[src/rtl/seg_dac_front.sv]
module seg_dac_front #(
  parameter int TH_W = 4,
  parameter int BN_W = 2,
  parameter int LD_W = 6,
  localparam int W    = TH_W + BN_W + LD_W,
  localparam int TH_N = (1 << TH_W) - 1
) (
  input  logic            le,
  input  logic            rst_n,
  input  logic [W-1:0]    code_in,
  output logic [TH_N-1:0] seg_unit,
  output logic [BN_W-1:0] seg_bin,
  output logic [LD_W-1:0] seg_lad,
  output logic [W-1:0]    lvl_true,
  output logic [W-1:0]    lvl_comp
);

  localparam logic [W-1:0] FULL = {W{1'b1}};

  logic [TH_W-1:0] top_f;
  logic [TH_N-1:0] unit_d;

  assign top_f = code_in[W-1 -: TH_W];

  for (genvar i = 0; i < TH_N; i++) begin : g_therm
    assign unit_d[i] = (top_f > TH_W'(i));
  end

  always_ff @(posedge le) begin
    if (!rst_n) begin
      seg_unit <= '0;
      seg_bin  <= '0;
      seg_lad  <= '0;
    end else begin
      seg_unit <= unit_d;
      seg_bin  <= code_in[LD_W +: BN_W];
      seg_lad  <= code_in[LD_W-1:0];
    end
  end

  logic [W-1:0] unit_cnt;

  always_comb begin
    unit_cnt = '0;
    for (int i = 0; i < TH_N; i++) unit_cnt = unit_cnt + W'(seg_unit[i]);
  end

  assign lvl_true = (unit_cnt << (BN_W + LD_W)) + W'({seg_bin, seg_lad});
  assign lvl_comp = FULL - lvl_true;

endmodule

[config.mk]
export PLATFORM = sky130hd
export DESIGN_NAME = seg_dac_front
export DESIGN_NICKNAME = d
export VERILOG_FILES = /design/src/rtl/seg_dac_front.sv
export SDC_FILE = /design/constraint.sdc
export NUM_CORES = 1
export LEC_CHECK = 0
export BUFFER_PORTS_ARGS = -buffer_cell sky130_fd_sc_hd__buf_4
export CAP_MARGIN = 40
export CORE_MARGIN = 5
export CORE_UTILIZATION = 46
export DETAILED_ROUTE_END_ITERATION = 10
export GPL_ROUTABILITY_DRIVEN = 0
export PLACE_DENSITY = 0.83
export SKIP_CTS_REPAIR_TIMING = 1
export SLEW_MARGIN = 0
export SYNTH_ARGS = -nofsm -noshare
export SYNTH_HDL_FRONTEND = slang
export SYNTH_SLANG_ARGS = --single-unit
[constraint.sdc]
create_clock -name le -period 5.6 [get_ports le]
set_clock_uncertainty 0.2 [all_clocks]
set_input_delay 0.28 -clock le [delete_from_list [all_inputs] [get_ports le]]
set_output_delay 0.28 -clock le [all_outputs]
set_load 0.05 [all_outputs]
==> results.txt <==
Most common cell after layout, fill and taps aside -> buf_4
Die area -> 3420 um^2
Slowest CP cell -> fa_1
Critical path class -> reg2out
Bufs and invs on worst path -> 3
Unrepaired setup endpoints after global routing -> false
H-Tree Level Count -> 1
Post-Syn Instances -> 110
WP depth -> 10
Endpoints failing hold -> 0
Seq/Total Area, Yosys -> 42.6%
Post-synth cell types -> 22
Total Power -> 0.000682 W
GRT Util Overall -> 15.0%
Row cnt -> 17
Final setup vio count -> 0
Grt total ovfl -> 0
Mapped Nets -> 136
Clock Tree Buf Depth -> 2
Clk sink count -> 23
Crit path cell chain -> fa_1 > fa_1 > fa_1 > inv_1 > fa_1 > fa_1 > fa_1 > xor2_1 > inv_1 > buf_4
Fill cells -> 176
Max-slew violation count -> 0
Via-to-Cell Ratio -> 4.39
Drt wl/cell -> 12.6 um
Initial antenna violation count -> 0
DRC viols -> 0
WP data arrival -> 3.97 ns
Crit. Startpoint -> seg_unit[0]
Yosys reg bits -> 23
Status -> complete, no violations
Post-Syn Area -> 1080 um^2
Share of layout cells above drive strength 1 -> 38.6%
CP Capture Type -> primary output
Peak supply drop -> 0.390 mV
P per Cell Area -> 431 nW/um^2
Static leakage power -> 0.826 nW
Fin crit share -> 79.5%
Largest net degree at the start of global routing -> 17
Crit-path most repeated cell -> fa_1
Die height -> 58.5 um
Vias -> 874
Max transition margin -> 86.5%
Final min period -> 4.45 ns
CP top delay family -> adder cells
Worst Max-Slew Pin Slew -> 0.200 ns
Ant diodes -> 0
Post-DP HPWL -> 2040 um
CTS tree -> built
Crit-path max FO -> 3
Area grow syn2layout -> 46.4%
Die Width -> 58.5 um
Num CTS Buffers -> 3
Buffers on Ports -> 60
Post-DRT Antenna Nets -> 0
Core area -> 2230 um^2
Most frequent cells in the layout -> buf_4, inv_1, dfxtp_1
Setup TNS -> 0 ns
Io pins -> 61
Required @ worst endpoint -> 5.12 ns
Worst Hold Class -> in2reg
CP Launch Type -> flop
DRT Pass-1 Iters -> 4
Nets -> 198
Crit path to -> lvl_true[10]
Initial DRC count -> 5
Clk slew on worst S/H paths -> 0.12 ns
Slowest Stage Delay on Critical Path -> 0.57 ns
Root Buffer -> clkbuf_4
Number of synthesis warnings -> 0
Footprint of the multi-input gates -> 425 um^2
Register area -> 460 um^2
Syn avg cell area -> 9.83 um^2
F_max -> 0.225 GHz
First-pass GRT wire length -> 3760 um
Drt total wl -> 2500 um
Initial core utilization -> 48.4%
Max_cap viols -> 0
Number of global-route vias before repair -> 855
## flip-flops by register name, summed over array words and instances, names as in the netlist
name      cells
seg_bin       2
seg_lad       6
seg_unit     15
## worst min path at each step
stage | end | from | cells past startpoint | slack [ns]
after detailed placement | seg_lad[4] | code_in[4] | 2 | 0.29
after CTS | seg_lad[4] | code_in[4] | 2 | -0.05
after global placement | seg_lad[5] | code_in[5] | 2 | 0.29
final | seg_unit[13] | code_in[9] | 3 | 0.02
after floorplan | seg_unit[8] | code_in[8] | 2 | 0.21
after global routing | seg_unit[1] | code_in[11] | 2 | 0.02
## logic make-up (layout without fill, tap and decap cells)
family | count (synthesis) | count (layout) | synth area share (%)
flops | 23 | 23 | 42.6
compound gates | 10 | 10 | 5.67
simple gates | 26 | 26 | 12.0
xor+xnor | 1 | 1 | 0.810
buf+inv | 38 | 99 | 18.1
fa+ha+maj | 12 | 12 | 20.8
## report_power, final
group | total [W] | internal [W] | leakage (nW) | switching, W
registers | 0.000179 | 0.000173 | 0.191 | 0.00000640
clock network | 0.0000771 | 0.0000273 | 0.0139 | 0.0000498
logic | 0.000425 | 0.000127 | 0.621 | 0.000298
total | 0.000682 | 0.000327 | 0.826 | 0.000355
## synth_stat cells
library cell	n	area, um^2
inv_1	27	101
nor2b_1	1	6.26
o31a_1	1	8.76
nor2b_2	1	8.76
a21boi_1	1	7.51
dfxtp_1	23	460
and2_1	8	50.1
ha_1	2	25.0
o21a_1	1	7.51
nand3_1	1	5.00
o21ai_0	2	10.0
buf_4	8	60.1
o21ai_1	1	5.00
nand2_2	1	6.26
nor3_1	1	5.00
nand2_1	4	15.0
buf_6	3	33.8
a21boi_0	1	7.51
a21oi_1	3	15.0
xor2_1	1	8.76
fa_1	10	200
nor2_1	9	33.8
## final cells by class
| cell class | instances | share of cell area (%) |
|---|---|---|
| Clock buffer | 3 | 1.42 |
| Clock inverter | 1 | 0.474 |
| Timing Repair Buffer | 68 | 33.5 |
| Multi-Input combinational cell | 49 | 26.9 |
| Sequential cell | 23 | 29.1 |
| Tap cell | 28 | 2.21 |
| Inverter | 27 | 6.40 |
## worst min-delay path: cells and delay by family
family,cells,cell delay [ns]
buffers and inverters,1,0.14
AND/OR/NAND/NOR,2,0.08
## through the flow
step                      setup slack (ns)  cell area (um^2)  hold slack [ns]  cells  util [%]
final                                 1.15              1580           0.0173    199      70.9
after global routing                 0.969              1580           0.0236    199      70.9
after CTS                             1.12              1500          -0.0452    191      67.3
after detailed placement              1.49              1470            0.291    187      65.9
after global placement                1.59              1470            0.288    187      65.9
after floorplan                      0.397              1080            0.206    110         -
## metal layers
| layer | track usage, % | wire (um) | up-vias |
|---|---|---|---|
| li1 | - | - | 429 |
| met1 | 14.3 | 785 | 413 |
| met2 | 28.9 | 1490 | 27 |
| met3 | 2.41 | 161 | 5 |
| met4 | 9.93 | 66 | 0 |
| met5 | 0 | 0 | - |
Power figures use the tool's default switching activity.
